$ cat config.mk
export PLATFORM = sky130hd
export DESIGN_NAME = merge_wbuf
export DESIGN_NICKNAME = d
export VERILOG_FILES = /design/src/rtl/merge_wbuf.sv
export SDC_FILE = /design/constraint.sdc
export NUM_CORES = 1
export LEC_CHECK = 0
export BUFFER_PORTS_ARGS = -buffer_cell sky130_fd_sc_hd__buf_2
export CAP_MARGIN = 20
export CORE_MARGIN = 5
export CORE_UTILIZATION = 54
export CTS_CLUSTER_SIZE = 12
export DETAILED_ROUTE_END_ITERATION = 8
export GPL_TIMING_DRIVEN = 0
export PLACE_DENSITY = 0.76
export RECOVER_POWER = 50
export SLEW_MARGIN = 20
export SYNTH_ARGS = -nofsm -noshare
export SYNTH_HDL_FRONTEND = slang
export SYNTH_SLANG_ARGS = --single-unit
$ cat constraint.sdc
create_clock -name clk -period 6.9 [get_ports clk]
set_input_delay 1.725 -clock clk [delete_from_list [all_inputs] [get_ports clk]]
set_output_delay 1.725 -clock clk [all_outputs]
set_load 0.02 [all_outputs]
$ cat src/rtl/merge_wbuf.sv
module merge_wbuf #(
  parameter int ENTRIES = 4,
  parameter int WORDS   = 8,
  parameter int DW      = 32,
  parameter int AW      = 32
) (
  input  logic                clk,
  input  logic                rst_n,
  input  logic                st_valid,
  output logic                st_ready,
  input  logic [AW-1:0]       st_addr,
  input  logic [DW-1:0]       st_data,
  input  logic                st_io,
  output logic                mem_valid,
  input  logic                mem_ready,
  output logic [AW-1:0]       mem_addr,
  output logic [WORDS*DW-1:0] mem_data,
  output logic [WORDS-1:0]    mem_mask
);
  localparam int BSW  = $clog2(DW/8);
  localparam int WSW  = $clog2(WORDS);
  localparam int OFFW = BSW + WSW;
  localparam int TAGW = AW - OFFW;
  localparam int PTRW = $clog2(ENTRIES);
  localparam int CW   = PTRW + 1;

  logic [TAGW-1:0]  tag_q [ENTRIES];
  logic             io_q  [ENTRIES];
  logic [WORDS-1:0] msk_q [ENTRIES];
  logic [DW-1:0]    dat_q [ENTRIES][WORDS];
  logic [ENTRIES-1:0] vld_q;
  logic [PTRW-1:0]  head_q, tail_q;
  logic [CW-1:0]    count_q;

  logic [TAGW-1:0] st_tag;
  logic [WSW-1:0]  widx;
  logic            hit, acc, pop, alloc;
  logic [PTRW-1:0] hit_idx;

  assign st_tag = st_addr[AW-1:OFFW];
  assign widx   = st_addr[BSW +: WSW];

  always_comb begin
    hit     = 1'b0;
    hit_idx = '0;
    for (int i = 0; i < ENTRIES; i++) begin
      if (vld_q[i] && !io_q[i] && !st_io && tag_q[i] == st_tag &&
          head_q != PTRW'(i)) begin
        hit     = 1'b1;
        hit_idx = PTRW'(i);
      end
    end
  end

  assign st_ready  = hit || (count_q != CW'(ENTRIES));
  assign acc       = st_valid && st_ready;
  assign alloc     = acc && !hit;
  assign mem_valid = count_q != '0;
  assign pop       = mem_valid && mem_ready;

  always_ff @(posedge clk) begin
    if (!rst_n) begin
      vld_q   <= '0;
      head_q  <= '0;
      tail_q  <= '0;
      count_q <= '0;
    end else begin
      if (alloc) begin
        vld_q[tail_q] <= 1'b1;
        tail_q        <= tail_q + 1'b1;
      end
      if (pop) begin
        vld_q[head_q] <= 1'b0;
        head_q        <= head_q + 1'b1;
      end
      count_q <= count_q + CW'(alloc) - CW'(pop);
    end
  end

  always_ff @(posedge clk) begin
    if (acc && hit) begin
      dat_q[hit_idx][widx] <= st_data;
      msk_q[hit_idx][widx] <= 1'b1;
    end else if (alloc) begin
      tag_q[tail_q]        <= st_tag;
      io_q[tail_q]         <= st_io;
      msk_q[tail_q]        <= WORDS'(1) << widx;
      dat_q[tail_q][widx]  <= st_data;
    end
  end

  assign mem_addr = {tag_q[head_q], OFFW'(0)};
  assign mem_mask = msk_q[head_q];

  for (genvar w = 0; w < WORDS; w++) begin : g_lane
    assign mem_data[w*DW +: DW] = dat_q[head_q][w];
  end
endmodule


# Word-level counts from Yosys, hierarchy flattened
# Memories as Yosys holds them, arrays and structs flattened. A register that Yosys moved wholly into a read port is not among the register bits.
# Cells that the tools add are included.
[classes]
add_sub_neg = 4
magnitude_cmp = 8
n_eq_ne = 8
shifts = 1
n_mux = 37
bitwise = 4
n_reduce_logical = 35
[ops]
columns = ["op", "count"]
rows = [
  ["$mux 256", 4],
  ["$reduce_or 256->1", 1],
  ["$eq 27x27->1", 4],
  ["$demux 32 s3", 1],
  ["$mux 32", 1],
  ["$logic_and 1x1->1", 24],
  ["$mux 8", 3],
  ["$mux 2", 10],
  ["$mux 1", 12],
  ["$mux 4", 3],
  ["$reduce_or 8->1", 1],
  ["$shl 1x3->8 const A", 1],
  ["$logic_not 1->1", 6],
  ["$lt 2x3->1 const B", 2],
  ["$add 2x1->2 const B", 2],
  ["$and 4x4->4", 1],
  ["$demux 1 s2", 2],
  ["$ge 2x1->1 const B", 2],
  ["$ge 4x4->1 const B", 1],
  ["$lt 3x4->1 const B", 1],
  ["$lt 4x1->1 const B", 1],
  ["$ne 2x2->1 const B", 2],
  ["$not 3->4", 1],
  ["$not 4->4", 1],
  ["other kinds (10)", 10],
]
[totals]
regBits = 11
ramBits = 1168
in_bits = 69
output_inout_bits = 298
word_cells = 105
memories = 4
[mem_list]
columns = ["name", "words", "width", "rd", "rd_ports_with_merged_regs", "write_ports", "line", "rtl"]
rows = [
  ["dat_q", 4, 256, 1, 1, 1, "30", "logic [DW-1:0] dat_q [ENTRIES][WORDS];"],
  ["tag_q", 4, 27, 5, 1, 1, "27", "logic [TAGW-1:0] tag_q [ENTRIES];"],
  ["msk_q", 4, 8, 1, 1, 1, "29", "logic [WORDS-1:0] msk_q [ENTRIES];"],
  ["io_q", 4, 1, 4, 0, 1, "28", "logic io_q [ENTRIES];"],
]

# Longest topological paths before layout
# Gate-level depths: netlist of run 1.
# An unclocked memory read counts as a cell.
[depth]
word_depth = 18
depth_mapped = 18
ltp_nobuf = 16

# Worst setup path after synthesis of run 1
# No wires, ideal clock.
[synth_path]
path_type = "input port to flip-flop"
startpoint = "input port st_addr[14]"
endpoint = "memory dat_q[2][192] in the netlist's numbering, enable pin"
setup_ps = 502
arrival_ps = 6417
t_required_ps = 6398
path_slack_ps = -19
cell_stages = 8
n_path_buf = 2
cell_sequence = "clkbuf_1 -> xnor2_1 -> nand4_1 -> or4_4 -> o221ai_2 -> nand3b_2 -> buf_6 -> nor4_1"
[synth_between]
elab_chain_len = 15
elab_cells_between_ends = 32
classes_between = "eq/ne (4); mux (14); reduce/logical (14)"
[synth_rtl]
columns = ["item", "line", "rtl"]
rows = [
  ["start, declared", "11", "input logic [AW-1:0] st_addr,"],
  ["$eq 27x27->1", "47", "if (vld_q[i] && !io_q[i] && !st_io && tag_q[i] == st_tag &&"],
  ["$logic_and 1x1->1 (2 in series)", "47", ""],
  ["$mux 1 (4 in series)", "47", ""],
  ["$logic_or 1x1->1", "55", "assign st_ready = hit || (count_q != CW'(ENTRIES));"],
  ["$logic_and 1x1->1", "56", "assign acc = st_valid && st_ready;"],
  ["$logic_and 1x1->1", "57", "assign alloc = acc && !hit;"],
  ["$mux 1", "84", "end else if (alloc) begin"],
  ["$mux 1", "81", "if (acc && hit) begin"],
  ["$mux 256 (implied by the code)", "88", "dat_q[tail_q][widx] <= st_data;"],
  ["$reduce_or 256->1 (no source line)", "--", ""],
  ["$mux 2 (no source line) / $mux 256 (equally long branches)", "--", ""],
  ["end, declared", "30", ""],
]
# Parallel ways exist; a longest one is shown, timed or not.

# Final worst setup path of run 1
[layout_path]
startpoint = "input port st_addr[27]"
endpoint = "output port st_ready"
[layout_between]
elab_chain_len = 8
elab_cells_between_ends = 17
classes_between = "eq/ne (4); mux (4); reduce/logical (9)"
[layout_rtl]
columns = ["item", "line", "rtl"]
rows = [
  ["$eq 27x27->1", "47", ""],
  ["$logic_and 1x1->1 (2 in series)", "47", ""],
  ["$mux 1 (3 in series)", "47", ""],
  ["$mux 1 *", "47", ""],
  ["$logic_or 1x1->1 *", "55", ""],
  ["end, declared", "10", "output logic st_ready,"],
]
# Every way passes the cells marked *; elsewhere a longest branch is shown, timed or not.

==> impl_metrics.env, run 1 <==
export IMPL_synth_seq_cells=1181
export IMPL_cts_inserted_buffers=116
export IMPL_num_fill_cells=5425
export IMPL_row_count=106
export IMPL_place_inst=3472
export IMPL_area_growth_pct=17.2
export IMPL_via_per_inst=6.21
export IMPL_cts_setup_buffers=0
export IMPL_synth_ff_type="edfxtp_1"
export IMPL_syn_area_mm2=0.0451
export IMPL_holdCritPathClass="register to register"
export IMPL_crit_type="input port to primary output"
export IMPL_vdd_ir_drop_max_uv=268
export IMPL_postSynthCellCount=1907
export IMPL_initial_utilization_pct=54.2
export IMPL_switching_power_w=0.00524
export IMPL_nets=2591
export IMPL_combPwrFrac_pct=23.6
export IMPL_internal_power_w=0.0129
export IMPL_finalCritPeriodShare_pct=90.8
export IMPL_drt_iter0_drc=2815
export IMPL_grt_pass1_wl_um=165000
export IMPL_dieArea_mm2=0.0893
export IMPL_status="finished, violations left"
export IMPL_clk_pin_slew_ns=0.06
export IMPL_die_h_um=299
export IMPL_cp_max_fo=10
export IMPL_core_area_mm2=0.0832
export IMPL_dr_pass1_iters=6
export IMPL_hold_viol_final=0
export IMPL_place_congestion=0.885
export IMPL_drv_cap=34
export IMPL_grt_usage_pct=25.6
export IMPL_avgSynthCellArea_um2=23.6
export IMPL_tritoncts="built"
export IMPL_die_w_um=299
export IMPL_swShare_pct=28.9
export IMPL_cp_required_ns=5.18
export IMPL_root_buffer="clkbuf_16"
export IMPL_power_frac_seq_pct=45.1
export IMPL_htreeDepth=3
export IMPL_drv_slew=1056
export IMPL_cts_sinks=1181
export IMPL_pwr_share_clk_pct=31.3
export IMPL_antenna_found_initial=12
export IMPL_crit_arrival_ns=4.54
export IMPL_ctsResizeCount=0
export IMPL_final_core_util_pct=63.5
export IMPL_violations="max-capacitance violations, max-slew violations"
export IMPL_grt_pass1_vias=23271
export IMPL_end_kind="primary output"
export IMPL_drc=0
export IMPL_p_per_area_mw_per_mm2=343
export IMPL_post_drt_wl_per_cell_um=31.3
export IMPL_period_minus_slack_ns=6.27
export IMPL_cts_max_path_buffers=3
export IMPL_netlist_cell_type_count=48
export IMPL_drive_above_1_share_pct=35.3
export IMPL_clock_latency_ns=0.68
export IMPL_synth_warnings=0
export IMPL_hold_buffers=0
export IMPL_async_flop_share_pct=0
export IMPL_io_pins=367
export IMPL_critPathLaunchType="input port"
export IMPL_grt_remaining_overflow=0
export IMPL_maxSlewHeadroom_pct=-73.1
export IMPL_p_leak_nw=16.7
export IMPL_dp_hpwl_um=74500
export IMPL_synth_edf_count=1168
export IMPL_clock_skew_ns=0.0278
export IMPL_grt_max_degree=33
export IMPL_rsz0062_at_grt="no"
export IMPL_numPortBuffers=359
export IMPL_tightestPinTransition_ns=2.60
export IMPL_routed_wl_um=114000
export IMPL_finalSetupViolCount=0
export IMPL_instances_no_fill=3658
export IMPL_fmax_mhz=160
export IMPL_antenna_left=0
export IMPL_vias=22719
export IMPL_ys_seq_area_share_pct=78.4
## logic make-up after synthesis
| family | after synthesis | share of synthesized area (%) |
|---|---|---|
| DFF | 1181 | 78.4 |
| muxes | 293 | 14.6 |
| and+or+nand+nor | 140 | 2.30 |
| xor gates and xnor gates | 111 | 2.16 |
| buffers and inverters | 107 | 1.14 |
| AOI/OAI and AO/OA | 63 | 1.08 |
| adders and majority gates | 11 | 0.322 |
| other | 1 | 0.00832 |
## worst max-delay path, stage by stage
cell	delay [ns]
clkbuf_1	0.30
xor2_1	0.18
nor4_1	0.64
nand3_1	0.42
o22ai_4	0.43
nor3_2	0.19
buf_2	0.31
inv_1	0.09
buf_2	0.23
## final cells by class
cell class / count / area, um2 / area share, %
sequential: 1181 / 35300 / 66.9
tap: 1080 / 1350 / 2.56
antenna: 4 / 10.0 / 0.0190
inverter: 8 / 30.0 / 0.0569
timing repair buffer: 482 / 2820 / 5.34
clock inverter: 27 / 203 / 0.384
clock buffer: 154 / 3110 / 5.88
buffer: 99 / 465 / 0.881
multi-input combinational: 623 / 9480 / 18.0
## placed cells by master, fill, tap and decap left out, drive strengths merged, types with 13 or more instances in the layout
master and count:
dfxtp 13, buf 479, xnor2 75, clkbuf 256
mux4 291, nand2 19, a211oi 32, clkinv 19
xor2 36, nor4 43, edfxtp 1168, nand4 32
## power by group through the flow
| stage | Clock [W] | Combinational (W) | Sequential, W |
|---|---|---|---|
| 5_1_grt | 0.00607 | 0.00453 | 0.00818 |
| 6_report | 0.00567 | 0.00428 | 0.00817 |
| 2_1_floorplan | 0 | 0.00274 | 0.00829 |
| 4_1_cts | 0.00574 | 0.00437 | 0.00816 |
| 3_3_place_gp | 0 | 0.00420 | 0.00831 |
| 3_5_place_dp | 0 | 0.00433 | 0.00831 |
## worst paths after layout
| check | to | start | slack (ns) | depth (start not counted) |
|---|---|---|---|---|
| worst min-delay path | vld_q[0] | vld_q[0] | 0.49 | 1 |
| worst max register to register | count_q[2] | head_q[0] | 2.20 | 18 |
| worst max-delay path | st_ready | st_addr[27] | 0.63 | 9 |
| worst min register to register | vld_q[0] | vld_q[0] | 0.49 | 1 |
## flip-flops by register name, indices dropped and copies added, names as in the netlist, named ones only
signal   flops
msk_q       32
dat_q     1024
head_q       2
vld_q        4
tail_q       2
count_q      3
tag_q      108
io_q         4
## metrics by stage
stage          hold slack, ns  setup WS [ns]   TNS, ns  cell area [um2]  total power, W
2_1_floorplan           0.449        -0.0191     -1.83            45100          0.0110
3_3_place_gp            0.465          -3.15  -1108.91            48200          0.0125
3_5_place_dp            0.472          0.773         0            49700          0.0126
4_1_cts                 0.486          0.769         0            53000          0.0183
5_1_grt                 0.519          0.520         0            52800          0.0188
6_report                0.490          0.633         0            52800          0.0181
## layer usage
layer | global-route usage (%) | routed length [um]
met1 | 33.6 | 41000
met2 | 43.1 | 58000
met3 | 6.23 | 11600
met4 | 8.01 | 3780
met5 | 0 | 41
## cell usage after synthesis (2+ instances only)
cell / count / area (um2)
a211oi_1: 32 / 240
a21oi_1: 5 / 25.0
and2_1: 10 / 62.6
and3_1: 2 / 12.5
buf_1: 44 / 165
buf_2: 10 / 50.1
buf_4: 10 / 75.1
buf_6: 8 / 90.1
clkbuf_1: 27 / 101
dfxtp_1: 13 / 260
edfxtp_1: 1168 / 35100
ha_1: 10 / 125
inv_1: 7 / 26.3
mux2i_1: 2 / 20.0
mux4_2: 291 / 6550
nand2_1: 19 / 71.3
nand2b_1: 2 / 12.5
nand3_1: 8 / 40.0
nand4_1: 32 / 200
nor2_1: 4 / 15.0
nor2b_1: 5 / 31.3
nor4_1: 17 / 106
nor4_2: 26 / 325
nor4b_2: 4 / 60.1
o21a_1: 5 / 37.5
o21ai_0: 4 / 20.0
o21bai_1: 8 / 60.1
or4_1: 3 / 22.5
or4_4: 3 / 33.8
xnor2_1: 75 / 657
xor2_1: 36 / 315
(Power assumes the default switching activity.)
==> run 2, diff against run 1 <==
Settings changed: MAX_ROUTING_LAYER set to met4, PLACE_DENSITY 0.76 to 0.88.
==> run 2 against run 1 <==
Compared with the run above:
- the run still ends with max-capacitance violations, max-slew violations left
- die area did not move
- sequential cell count did not move
- critical endpoint unchanged
- largest cell class unchanged
- highest routed layer is now met4
- fmax fell by 0.36%
- cell count rose by 0.30%
- via count rose by 2.2%
- setup slack got worse by 0.022 ns
==> impl_metrics.env, run 2 (synthesis gave the netlist of run 1 again) <==
export IMPL_crit_type="input port to primary output"
export IMPL_end_kind="primary output"
export IMPL_cts_sinks=1181
export IMPL_drive_above_1_share_pct=35.4
export IMPL_largest_register_ffs=1024
export IMPL_ctsResizeCount=0
export IMPL_root_buffer="clkbuf_16"
export IMPL_r2r_cells=18
export IMPL_drt_iter0_drc=2913
export IMPL_clock_latency_ns=0.68
export IMPL_die_h_um=299
export IMPL_setup_ws_ns=0.611
export IMPL_switching_power_w=0.00535
export IMPL_cts_max_path_buffers=3
export IMPL_dr_pass1_iters=5
export IMPL_place_congestion=0.899
export IMPL_place_inst=3472
export IMPL_place_area_mm2=0.0497
export IMPL_p_per_area_mw_per_mm2=346
export IMPL_rsz0062_at_grt="no"
export IMPL_cts_inserted_buffers=117
export IMPL_design_area_mm2=0.0530
export IMPL_cts_setup_buffers=0
export IMPL_finalCritPeriodShare_pct=91.1
export IMPL_combPwrFrac_pct=23.5
export IMPL_dieArea_mm2=0.0893
export IMPL_grt_remaining_overflow=0
export IMPL_cp_max_fo=10
export IMPL_clk_pin_slew_ns=0.06
export IMPL_clock_skew_ns=0.0317
export IMPL_worstReg2RegStart="head_q[0]"
export IMPL_fmax_mhz=159
export IMPL_status="finished, violations left"
export IMPL_r2r_slack_ns=2.05
export IMPL_hold_end="vld_q[3]"
export IMPL_htreeDepth=3
export IMPL_routed_wl_um=119000
export IMPL_drv_cap=32
export IMPL_power_frac_seq_pct=44.6
export IMPL_internal_power_w=0.0130
export IMPL_critPathLaunchType="input port"
export IMPL_die_w_um=299
export IMPL_place_ws_ns=0.778
export IMPL_largestRegisters="dat_q: 1024 flops, tag_q: 108 flops, msk_q: 32 flops"
export IMPL_maxSlewHeadroom_pct=-66.8
export IMPL_antenna_left=0
export IMPL_violations="max-capacitance violations, max-slew violations"
export IMPL_final_cell_mix="edfxtp_1, buf_2, mux4_2"
export IMPL_mostFrequentLayoutCell="edfxtp_1"
export IMPL_p_leak_nw=16.8
export IMPL_grt_pass1_vias=24135
export IMPL_via_per_inst=6.33
export IMPL_antenna_found_initial=12
export IMPL_r2r_end="count_q[2]"
export IMPL_hold_buffers=0
export IMPL_core_area_mm2=0.0832
export IMPL_drv_slew=1056
export IMPL_tritoncts="built"
export IMPL_num_fill_cells=5259
export IMPL_vias=23210
export IMPL_holdCritPathClass="register to register"
export IMPL_nets=2591
export IMPL_grt_usage_pct=27.4
export IMPL_post_drt_wl_per_cell_um=32.6
export IMPL_grt_pass1_wl_um=171000
export IMPL_dp_hpwl_um=76800
export IMPL_tightestPinTransition_ns=2.50
export IMPL_hold_start="vld_q[3]"
export IMPL_initial_utilization_pct=54.2
export IMPL_drc=0
export IMPL_pwr_share_clk_pct=31.9
export IMPL_vdd_ir_drop_max_uv=284
export IMPL_numPortBuffers=359
export IMPL_area_growth_pct=17.6
export IMPL_cp_required_ns=5.18
export IMPL_whs_path_depth=1
export IMPL_crit_arrival_ns=4.56
export IMPL_grt_max_degree=33
export IMPL_final_core_util_pct=63.7
export IMPL_row_count=106
export IMPL_instances_no_fill=3669
export IMPL_period_minus_slack_ns=6.29
export IMPL_hold_viol_final=0
export IMPL_io_pins=367
export IMPL_finalSetupViolCount=0
export IMPL_regMostFlops="dat_q"
export IMPL_swShare_pct=29.2
## run 2: cell types whose count changed in the layout (fill, tap and decap cells not counted), moves of 4 or more
| cell | change |
|---|---|
| clkbuf_8 | -4 |
| buf_4 | -4 |
| buf_6 | +7 |
| diode_2 | +4 |
| buf_8 | -4 |
## run 2: final cells by class
class / instances / area (um2) / share of cell area, %
inverter: 8 / 30.0 / 0.0567
clock buffer: 154 / 3090 / 5.83
sequential: 1181 / 35300 / 66.7
multi-input combinational: 623 / 9480 / 17.9
antenna: 8 / 20.0 / 0.0378
timing repair buffer: 481 / 2810 / 5.31
clock inverter: 35 / 390 / 0.737
buffer: 99 / 467 / 0.881
tap: 1080 / 1350 / 2.55
## run 2: how the worst max path moves through the flow
stage	from	cells after the start	endpoint
after floorplan	st_addr[14]	8	dat_q[2][192]
after global placement	st_addr[27]	8	dat_q[2][199]
after detailed placement	st_addr[27]	9	st_ready
after CTS	st_addr[27]	9	st_ready
after global routing	st_addr[8]	9	st_ready
final	st_addr[27]	9	st_ready
## run 2: power by group through the flow
stage	clock network, W	registers, W	logic, W
after floorplan	0	0.00829	0.00274
after global placement	0	0.00831	0.00417
after detailed placement	0	0.00832	0.00433
after CTS	0.00594	0.00817	0.00438
after global routing	0.00627	0.00819	0.00453
final	0.00586	0.00818	0.00430
## run 2: critical path: stages
cell and delay [ns]:
clkbuf_1 0.34, xor2_1 0.19, nor4_1 0.63, nand3_1 0.42
o22ai_4 0.43, nor3_2 0.19, buf_2 0.31, inv_1 0.09
buf_2 0.23
## run 2: per-layer routing
layer,routed length (um),GRT usage (%),up-vias
li1,-,-,9302
met3,12400,5.54,233
met1,42000,35.2,12146
met4,4270,8.49,0
met5,0,-,-
met2,60700,45.2,1529
## run 2: metrics by stage
| step | total power (W) | setup TNS [ns] | hold slack, ns |
|---|---|---|---|
| final | 0.0183 | 0 | 0.483 |
| after global routing | 0.0190 | 0 | 0.512 |
| after CTS | 0.0185 | 0 | 0.483 |
| after detailed placement | 0.0127 | 0 | 0.470 |
| after global placement | 0.0125 | -1037.74 | 0.464 |
| after floorplan | 0.0110 | -1.83 | 0.449 |
